$ cat config.mk
export PLATFORM = sky130hd
export DESIGN_NAME = mpsp_uart
export DESIGN_NICKNAME = d
export VERILOG_FILES = /design/src/rtl/mpsp_pkg.sv /design/src/rtl/mpsp_tx.sv /design/src/rtl/mpsp_rx.sv /design/src/rtl/mpsp_match.sv /design/src/rtl/mpsp_uart.sv
export SDC_FILE = /design/constraint.sdc
export NUM_CORES = 1
export LEC_CHECK = 0
export BUFFER_PORTS_ARGS = -buffer_cell sky130_fd_sc_hd__buf_4
export CAP_MARGIN = 20
export CORE_ASPECT_RATIO = 0.5
export CORE_MARGIN = 2
export CORE_UTILIZATION = 35
export CTS_CLUSTER_SIZE = 25
export DETAILED_ROUTE_END_ITERATION = 8
export SETUP_SLACK_MARGIN = 0.5
export SYNTH_ARGS = -nofsm -noshare
export SYNTH_HDL_FRONTEND = slang
export SYNTH_SLANG_ARGS = --single-unit
$ cat constraint.sdc
create_clock -name clk -period 2.85 [get_ports clk]
set_input_delay 0.285 -clock clk [delete_from_list [all_inputs] [get_ports clk]]
set_output_delay 0.285 -clock clk [all_outputs]
set_load 0.1 [all_outputs]
$ cat src/rtl/mpsp_pkg.sv
package mpsp_pkg;
   typedef enum logic [1:0] {RX_IDLE, RX_START, RX_DATA, RX_STOP} rx_state_t;

   localparam logic [2:0] SEL_CTRL = 3'd0;
   localparam logic [2:0] SEL_DATA = 3'd1;
   localparam logic [2:0] SEL_ADDR = 3'd2;
   localparam logic [2:0] SEL_MASK = 3'd3;
   localparam logic [2:0] SEL_ERR  = 3'd4;

   localparam int B_RXDONE = 0;
   localparam int B_TXDONE = 1;
   localparam int B_RB8    = 2;
   localparam int B_TB8    = 3;
   localparam int B_RXEN   = 4;
   localparam int B_MPEN   = 5;
   localparam int B_NINE   = 6;
   localparam int B_OVR    = 7;
endpackage

$ cat src/rtl/mpsp_tx.sv
module mpsp_tx #(
   parameter int OSR = 16
) (
   input  logic       clk,
   input  logic       rst_n,
   input  logic       tick,
   input  logic       go,
   input  logic [7:0] din,
   input  logic       ninth,
   input  logic       nine_mode,
   output logic       txd,
   output logic       busy,
   output logic       done
);
   localparam int CW = $clog2(OSR);
   localparam logic [CW-1:0] LAST_TICK = CW'(OSR - 1);

   logic [10:0]   shreg;
   logic [3:0]    left;
   logic [CW-1:0] cnt;

   always_ff @(posedge clk or negedge rst_n) begin
      if (!rst_n) begin
         shreg <= '1;
         left  <= '0;
         cnt   <= '0;
         busy  <= 1'b0;
         done  <= 1'b0;
      end else begin
         done <= 1'b0;
         if (!busy) begin
            if (go) begin
               shreg <= {1'b1, (nine_mode ? ninth : 1'b1), din, 1'b0};
               left  <= nine_mode ? 4'd11 : 4'd10;
               cnt   <= '0;
               busy  <= 1'b1;
            end
         end else if (tick) begin
            if (cnt == LAST_TICK) begin
               cnt   <= '0;
               shreg <= {1'b1, shreg[10:1]};
               left  <= left - 4'd1;
               if (left == 4'd1) begin
                  busy <= 1'b0;
                  done <= 1'b1;
               end
            end else begin
               cnt <= cnt + 1'b1;
            end
         end
      end
   end

   assign txd = busy ? shreg[0] : 1'b1;

   // the first bit on the line after a frame begins is the low start bit
   a_r2_start_low: assert property (@(posedge clk) disable iff (!rst_n)
      $rose(busy) |-> !txd);
endmodule

$ cat src/rtl/mpsp_rx.sv
module mpsp_rx #(
   parameter int OSR  = 16,
   parameter int SYNC = 2
) (
   input  logic       clk,
   input  logic       rst_n,
   input  logic       tick,
   input  logic       rxd,
   input  logic       en,
   input  logic       nine_mode,
   output logic       fire,
   output logic [8:0] frame,
   output logic       stop_ok
);
   import mpsp_pkg::*;

   localparam int CW = $clog2(OSR);
   localparam logic [CW-1:0] HALF_TICK = CW'(OSR / 2 - 1);
   localparam logic [CW-1:0] LAST_TICK = CW'(OSR - 1);

   logic [SYNC-1:0] sy;
   logic            line;

   generate
      if (SYNC == 1) begin : g_sync1
         always_ff @(posedge clk or negedge rst_n)
            if (!rst_n) sy <= '1;
            else        sy <= rxd;
      end else begin : g_syncn
         always_ff @(posedge clk or negedge rst_n)
            if (!rst_n) sy <= '1;
            else        sy <= {sy[SYNC-2:0], rxd};
      end
   endgenerate

   assign line = sy[SYNC-1];

   rx_state_t     st;
   logic [CW-1:0] cnt;
   logic [3:0]    idx;
   logic [8:0]    sh;
   logic          armed;
   logic [3:0]    last_idx;

   assign last_idx = nine_mode ? 4'd8 : 4'd7;

   always_ff @(posedge clk or negedge rst_n) begin
      if (!rst_n) begin
         st      <= RX_IDLE;
         cnt     <= '0;
         idx     <= '0;
         sh      <= '0;
         armed   <= 1'b0;
         fire    <= 1'b0;
         frame   <= '0;
         stop_ok <= 1'b0;
      end else begin
         fire <= 1'b0;
         unique case (st)
            RX_IDLE: begin
               if (line) armed <= 1'b1;
               if (tick && en && armed && !line) begin
                  st    <= RX_START;
                  cnt   <= '0;
                  armed <= 1'b0;
               end
            end
            RX_START: if (tick) begin
               if (cnt == HALF_TICK) begin
                  cnt <= '0;
                  idx <= '0;
                  st  <= line ? RX_IDLE : RX_DATA;
               end else begin
                  cnt <= cnt + 1'b1;
               end
            end
            RX_DATA: if (tick) begin
               if (cnt == LAST_TICK) begin
                  cnt <= '0;
                  sh  <= {line, sh[8:1]};
                  if (idx == last_idx) st <= RX_STOP;
                  else                 idx <= idx + 4'd1;
               end else begin
                  cnt <= cnt + 1'b1;
               end
            end
            RX_STOP: if (tick) begin
               if (cnt == LAST_TICK) begin
                  fire    <= 1'b1;
                  stop_ok <= line;
                  frame   <= nine_mode ? sh : {1'b0, sh[8:1]};
                  st      <= RX_IDLE;
                  cnt     <= '0;
               end else begin
                  cnt <= cnt + 1'b1;
               end
            end
            default: st <= RX_IDLE;
         endcase
      end
   end

   // with reception disabled an idle receiver never starts a frame
   a_r5_stay_idle_when_off: assert property (@(posedge clk) disable iff (!rst_n)
      (st == RX_IDLE && !en) |=> st == RX_IDLE);
endmodule

$ cat src/rtl/mpsp_match.sv
module mpsp_match #(
   parameter int W = 8
) (
   input  logic [W-1:0] data,
   input  logic [W-1:0] addr,
   input  logic [W-1:0] mask,
   output logic         hit
);
   logic [W-1:0] ok;

   generate
      for (genvar i = 0; i < W; i++) begin : g_bit
         assign ok[i] = !mask[i] || (data[i] == addr[i]);
      end
   endgenerate

   assign hit = &ok;
endmodule

$ cat src/rtl/mpsp_uart.sv
module mpsp_uart #(
   parameter int OSR  = 16,
   parameter int SYNC = 2
) (
   input  logic       clk,
   input  logic       rst_n,
   input  logic       baud_tick,
   input  logic [2:0] reg_sel,
   input  logic       reg_wr,
   input  logic       reg_rd,
   input  logic [7:0] reg_wdata,
   output logic [7:0] reg_rdata,
   output logic       irq,
   output logic       txd,
   input  logic       rxd
);
   import mpsp_pkg::*;

   initial begin : param_check
      assert (OSR >= 4 && (OSR % 2) == 0 && (OSR & (OSR - 1)) == 0)
         else $fatal(1, "OSR must be an even power of two, at least 4");
      assert (SYNC >= 1 && SYNC <= 4)
         else $fatal(1, "SYNC must lie in 1..4");
   end

   logic rx_done_q, tx_done_q, rb8_q, tb8_q, rxen_q, mpen_q, nine_q, ovr_q;
   logic ferr_q, full_q;
   logic [7:0] hold_q, myaddr_q, mask_q;

   logic wr_ctrl, wr_data, wr_addr, wr_mask, wr_err, rd_data;
   assign wr_ctrl = reg_wr && reg_sel == SEL_CTRL;
   assign wr_data = reg_wr && reg_sel == SEL_DATA;
   assign wr_addr = reg_wr && reg_sel == SEL_ADDR;
   assign wr_mask = reg_wr && reg_sel == SEL_MASK;
   assign wr_err  = reg_wr && reg_sel == SEL_ERR;
   assign rd_data = reg_rd && reg_sel == SEL_DATA;

   logic tx_busy, tx_evt;
   mpsp_tx #(.OSR(OSR)) u_tx (
      .clk(clk), .rst_n(rst_n), .tick(baud_tick), .go(wr_data),
      .din(reg_wdata), .ninth(tb8_q), .nine_mode(nine_q),
      .txd(txd), .busy(tx_busy), .done(tx_evt));

   logic       rx_fire, rx_stop_ok;
   logic [8:0] rx_frame;
   mpsp_rx #(.OSR(OSR), .SYNC(SYNC)) u_rx (
      .clk(clk), .rst_n(rst_n), .tick(baud_tick), .rxd(rxd), .en(rxen_q),
      .nine_mode(nine_q), .fire(rx_fire), .frame(rx_frame), .stop_ok(rx_stop_ok));

   logic hit;
   mpsp_match #(.W(8)) u_match (
      .data(rx_frame[7:0]), .addr(myaddr_q), .mask(mask_q), .hit(hit));

   logic accept, latch;
   assign accept = !(nine_q && mpen_q) || (rx_frame[8] && hit);
   assign latch  = rx_fire && rx_stop_ok && accept;

   always_ff @(posedge clk or negedge rst_n) begin
      if (!rst_n) begin
         rx_done_q <= 1'b0; tx_done_q <= 1'b0; rb8_q <= 1'b0; tb8_q <= 1'b0;
         rxen_q    <= 1'b0; mpen_q    <= 1'b0; nine_q <= 1'b0; ovr_q <= 1'b0;
         ferr_q    <= 1'b0; full_q    <= 1'b0;
         hold_q    <= '0;   myaddr_q  <= '0;   mask_q <= '0;
      end else begin
         if (wr_ctrl) begin
            rx_done_q <= reg_wdata[B_RXDONE];
            tx_done_q <= reg_wdata[B_TXDONE];
            rb8_q     <= reg_wdata[B_RB8];
            tb8_q     <= reg_wdata[B_TB8];
            rxen_q    <= reg_wdata[B_RXEN];
            mpen_q    <= reg_wdata[B_MPEN];
            nine_q    <= reg_wdata[B_NINE];
            ovr_q     <= reg_wdata[B_OVR];
         end
         if (wr_addr) myaddr_q <= reg_wdata;
         if (wr_mask) mask_q   <= reg_wdata;
         if (wr_err)  ferr_q   <= reg_wdata[0];
         if (tx_evt)  tx_done_q <= 1'b1;
         if (rx_fire && !rx_stop_ok) ferr_q <= 1'b1;
         if (rd_data) full_q <= 1'b0;
         if (latch) begin
            hold_q    <= rx_frame[7:0];
            full_q    <= 1'b1;
            rx_done_q <= 1'b1;
            if (nine_q) rb8_q <= rx_frame[8];
            if (full_q && !rd_data) ovr_q <= 1'b1;
         end
      end
   end

   always_comb begin
      unique case (reg_sel)
         SEL_CTRL: reg_rdata = {ovr_q, nine_q, mpen_q, rxen_q, tb8_q, rb8_q, tx_done_q, rx_done_q};
         SEL_DATA: reg_rdata = hold_q;
         SEL_ADDR: reg_rdata = myaddr_q;
         SEL_MASK: reg_rdata = mask_q;
         SEL_ERR:  reg_rdata = {7'd0, ferr_q};
         default:  reg_rdata = 8'd0;
      endcase
   end

   assign irq = rx_done_q | tx_done_q;

   // done flags only fall through a control write
   a_r11_rx_done_sticky: assert property (@(posedge clk) disable iff (!rst_n)
      (rx_done_q && !wr_ctrl) |=> rx_done_q);
   a_r11_tx_done_sticky: assert property (@(posedge clk) disable iff (!rst_n)
      (tx_done_q && !wr_ctrl) |=> tx_done_q);
   // overrun holds until a control write
   a_r7_ovr_sticky: assert property (@(posedge clk) disable iff (!rst_n)
      (ovr_q && !wr_ctrl) |=> ovr_q);
   // overrun cannot appear unless a byte lands on a full holding register
   a_r6_ovr_needs_full: assert property (@(posedge clk) disable iff (!rst_n)
      (!ovr_q && !wr_ctrl && !(latch && full_q)) |=> !ovr_q);
   // transmit completion comes only from a frame in flight
   a_r3_done_after_busy: assert property (@(posedge clk) disable iff (!rst_n)
      tx_evt |-> $past(tx_busy));
   // in multiprocessor nine-bit mode an accepted frame carried a set ninth bit
   a_r9_mp_ninth_set: assert property (@(posedge clk) disable iff (!rst_n)
      ($rose(rx_done_q) && !$past(wr_ctrl) && nine_q && mpen_q) |-> rb8_q);
endmodule

==> results.yml <==
floorplanning:
  die_h_um: 82.4
  fp.dieArea_um2: 13200
  start_util: 0.361
  core_um2: 11900
  die_x_um: 161
  io_pins: 27
  row_count: 28
logic_synthesis:
  synthFlopType: "dfrtp_1"
  synth_top_cell_area_share: 0.436
  yosys.area.top_type: "dfrtp_1"
  yosys_warnings: 0
  synthArstFlopShare: 1.00
  netlist_area_um2: 4300
  synth_nets: 382
  seq_area_frac_synth: 0.510
  synthTopCellsByArea: "dfrtp_1 44%, mux2_2 9.2%, dfstp_2 7.3%"
  synth_edf_count: 0
  netlist_top_cells_count: "75 x dfrtp_1, 35 x mux2_2, 34 x nand2_1"
  synth-seq-cells: 87
  syn-instance-count: 360
  yosysMostFrequentCell: "dfrtp_1"
  syn_avg_cell_area_um2: 11.9
  synth.distinct_cells: 58
grt:
  first_global_vias: 2734
  grt_first_pass_wirelength_um: 14300
  grt_max_degree: 51
  grt_remaining_overflow: 0
  grtUsageTotal: 0.143
  antenna_found_initial: 0
setup_path:
  r2r_cells: 5
  cp.arrival_ns: 1.73
  reg2reg_to: "hold_q[0]"
  regToRegSetupSlack_ns: 1.01
  worstSetupEndpointType: "output port"
  required_ns: 2.57
  path_max_fanout: 8
  reg2reg_from: "myaddr_q[7]"
  crit_path_start: "nine_q"
  cp-start-kind: "flop"
  criticalPathCategory: "flop to output port"
min_path:
  min_path_type: "input pin to flop"
  holdPathStages: 1
  hold_path.startpoint: "rxd"
  hold_end: "u_rx.sy[0]"
detailed_routing:
  drt-total-wl_um: 8490
  drc: 0
  via_count: 2768
  dr.pass1.iters: 4
  drtIter0Drc: 172
  vias_per_cell: 4.96
  wl_per_cell_um: 15.2
  detail-route-antenna-nets: 0
sta:
  setup-violations-final: 0
  hold_viol_final: 0
  tns_ns: 0
  tightest_slew_ns: 0.641
  report.final.slew_viol_count: 0
  fin_ws_ns: 0.836
  timing.fmax_mhz: 497
  slew_headroom: 0.572
  min_period_ns: 2.01
  grt_setup_unrepaired: "false"
  finalCritPeriodShare: 0.707
  fin_skew_ns: 0.00722
clocking:
  clkLatencyLatePin_ns: 0.34
  cts_root_buf: "clkbuf_16"
  cts-buffers-inserted: 9
  htreeDepth: 3
  cts.path.max_buffers: 2
  clkTransAtPathRegs_ns: 0.06
  cts_tree: "built"
  cts.sinks: 87
final_layout:
  final_util: 0.420
  syn2layout_area_growth_pct: 16.3
  diodes: 0
  final_nets: 410
  drive_gt1_frac: 0.316
status:
  status: "completed"
power:
  ir_worst_vdd_v: 0.000230
  p_leak_nw: 2.33
  power_w: 0.00372
  powerDensity_nw_per_um2: 742
flow_run:
  cap_violations: 0
place:
  port_buffers: 26
  hpwl_um: 5890
  place.gp.congestion: 0.809
  preCtsSetupSlack_ns: 0.982
==> metrics by stage <==
stage | area, um^2 | hold WS, ns | instances
after floorplan | 4310 | -0.0106 | 360
after global placement | 4670 | 0.346 | 541
after detailed placement | 4670 | 0.349 | 541
after CTS | 5000 | 0.0423 | 558
after global routing | 5000 | 0.0422 | 558
final | 5000 | 0.0559 | 558
==> final cells by class <==
type	count	area (um^2)
tap	165	206
clock inverter	3	65.1
multi-input combinational	252	2000
clock buffer	13	260
sequential	87	2190
fill	1128	6910
inverter	6	22.5
timing repair buffer	32	255
==> cells by family after synthesis <==
| family | count (synthesis) | synth area share |
|---|---|---|
| adder cells (fa/ha/maj) | 5 | 0.0145 |
| AO/OA/AOI/OAI | 57 | 0.0873 |
| XOR/XNOR | 10 | 0.0204 |
| AND/OR/NAND/NOR | 113 | 0.145 |
| multiplexers | 67 | 0.195 |
| flip-flops | 87 | 0.510 |
| buffers and inverters | 21 | 0.0276 |
==> cell usage in the layout (no fill, tap or decap), types with 3 or more instances in the layout <==
cell	n
or2_2	4
dfstp_2	12
a31oi_1	3
mux4_2	6
ha_1	5
xor2_1	9
clkbuf_16	9
mux2_2	35
dfrtp_1	75
buf_4	30
mux2_4	7
a22oi_1	4
a211o_1	3
and2_1	9
nor2_1	24
a21oi_1	13
nand3b_1	3
nand3_1	9
mux2i_1	18
nand2b_1	3
nand2_1	34
nor2b_1	3
inv_1	6
o21ai_0	21
a22o_1	3
==> flip-flops by register name, summed over array words and instances, names as in the netlist, 2 cells and up, named ones only <==
signal      cells
myaddr_q        8
u_tx.cnt        4
u_rx.cnt        4
hold_q          8
u_rx.idx        4
u_rx.frame      9
mask_q          8
u_tx.shreg     10
u_rx.sh         9
u_tx.left       4
u_rx.sy         2
==> where the power goes <==
part	switching [W]	total [W]	internal (W)	leakage [nW]
registers	0.000201	0.00166	0.00146	1.09
clock network	0.000462	0.00128	0.000815	0.160
logic	0.000430	0.000775	0.000345	1.08
total	0.00109	0.00372	0.00262	2.33
==> layer usage <==
metal | vias to the layer above | global-route usage | routed length (um)
met4 | 0 | 0.0527 | 144
met2 | 39 | 0.228 | 3840
li1 | 1344 | - | -
met3 | 12 | 0.0420 | 350
met1 | 1373 | 0.187 | 4160
met5 | - | 0 | 0
==> worst max-delay path, stage by stage, from the launching register on <==
cell and delay (ns):
dfrtp_1 0.50, mux4_2 0.49, and2_1 0.17, buf_4 0.23
==> how the worst max path moves through the flow <==
stage | end | slack, ns | cells after the start
floorplan | reg_rdata[0] | 0.97 | 4
global placement | hold_q[0] | 1.04 | 5
detailed placement | ovr_q | 0.98 | 5
CTS | reg_rdata[6] | 0.82 | 3
global route | reg_rdata[6] | 0.77 | 3
finish | reg_rdata[6] | 0.84 | 3
==> repair_timing <==
item	CTS	global route
hold buffers	1	0
endpoints found under the setup margin	0	0
endpoints found under the hold margin	36	0
buffers inserted	0	0
gates resized for setup	0	0
Power figures use the tool's default switching activity.
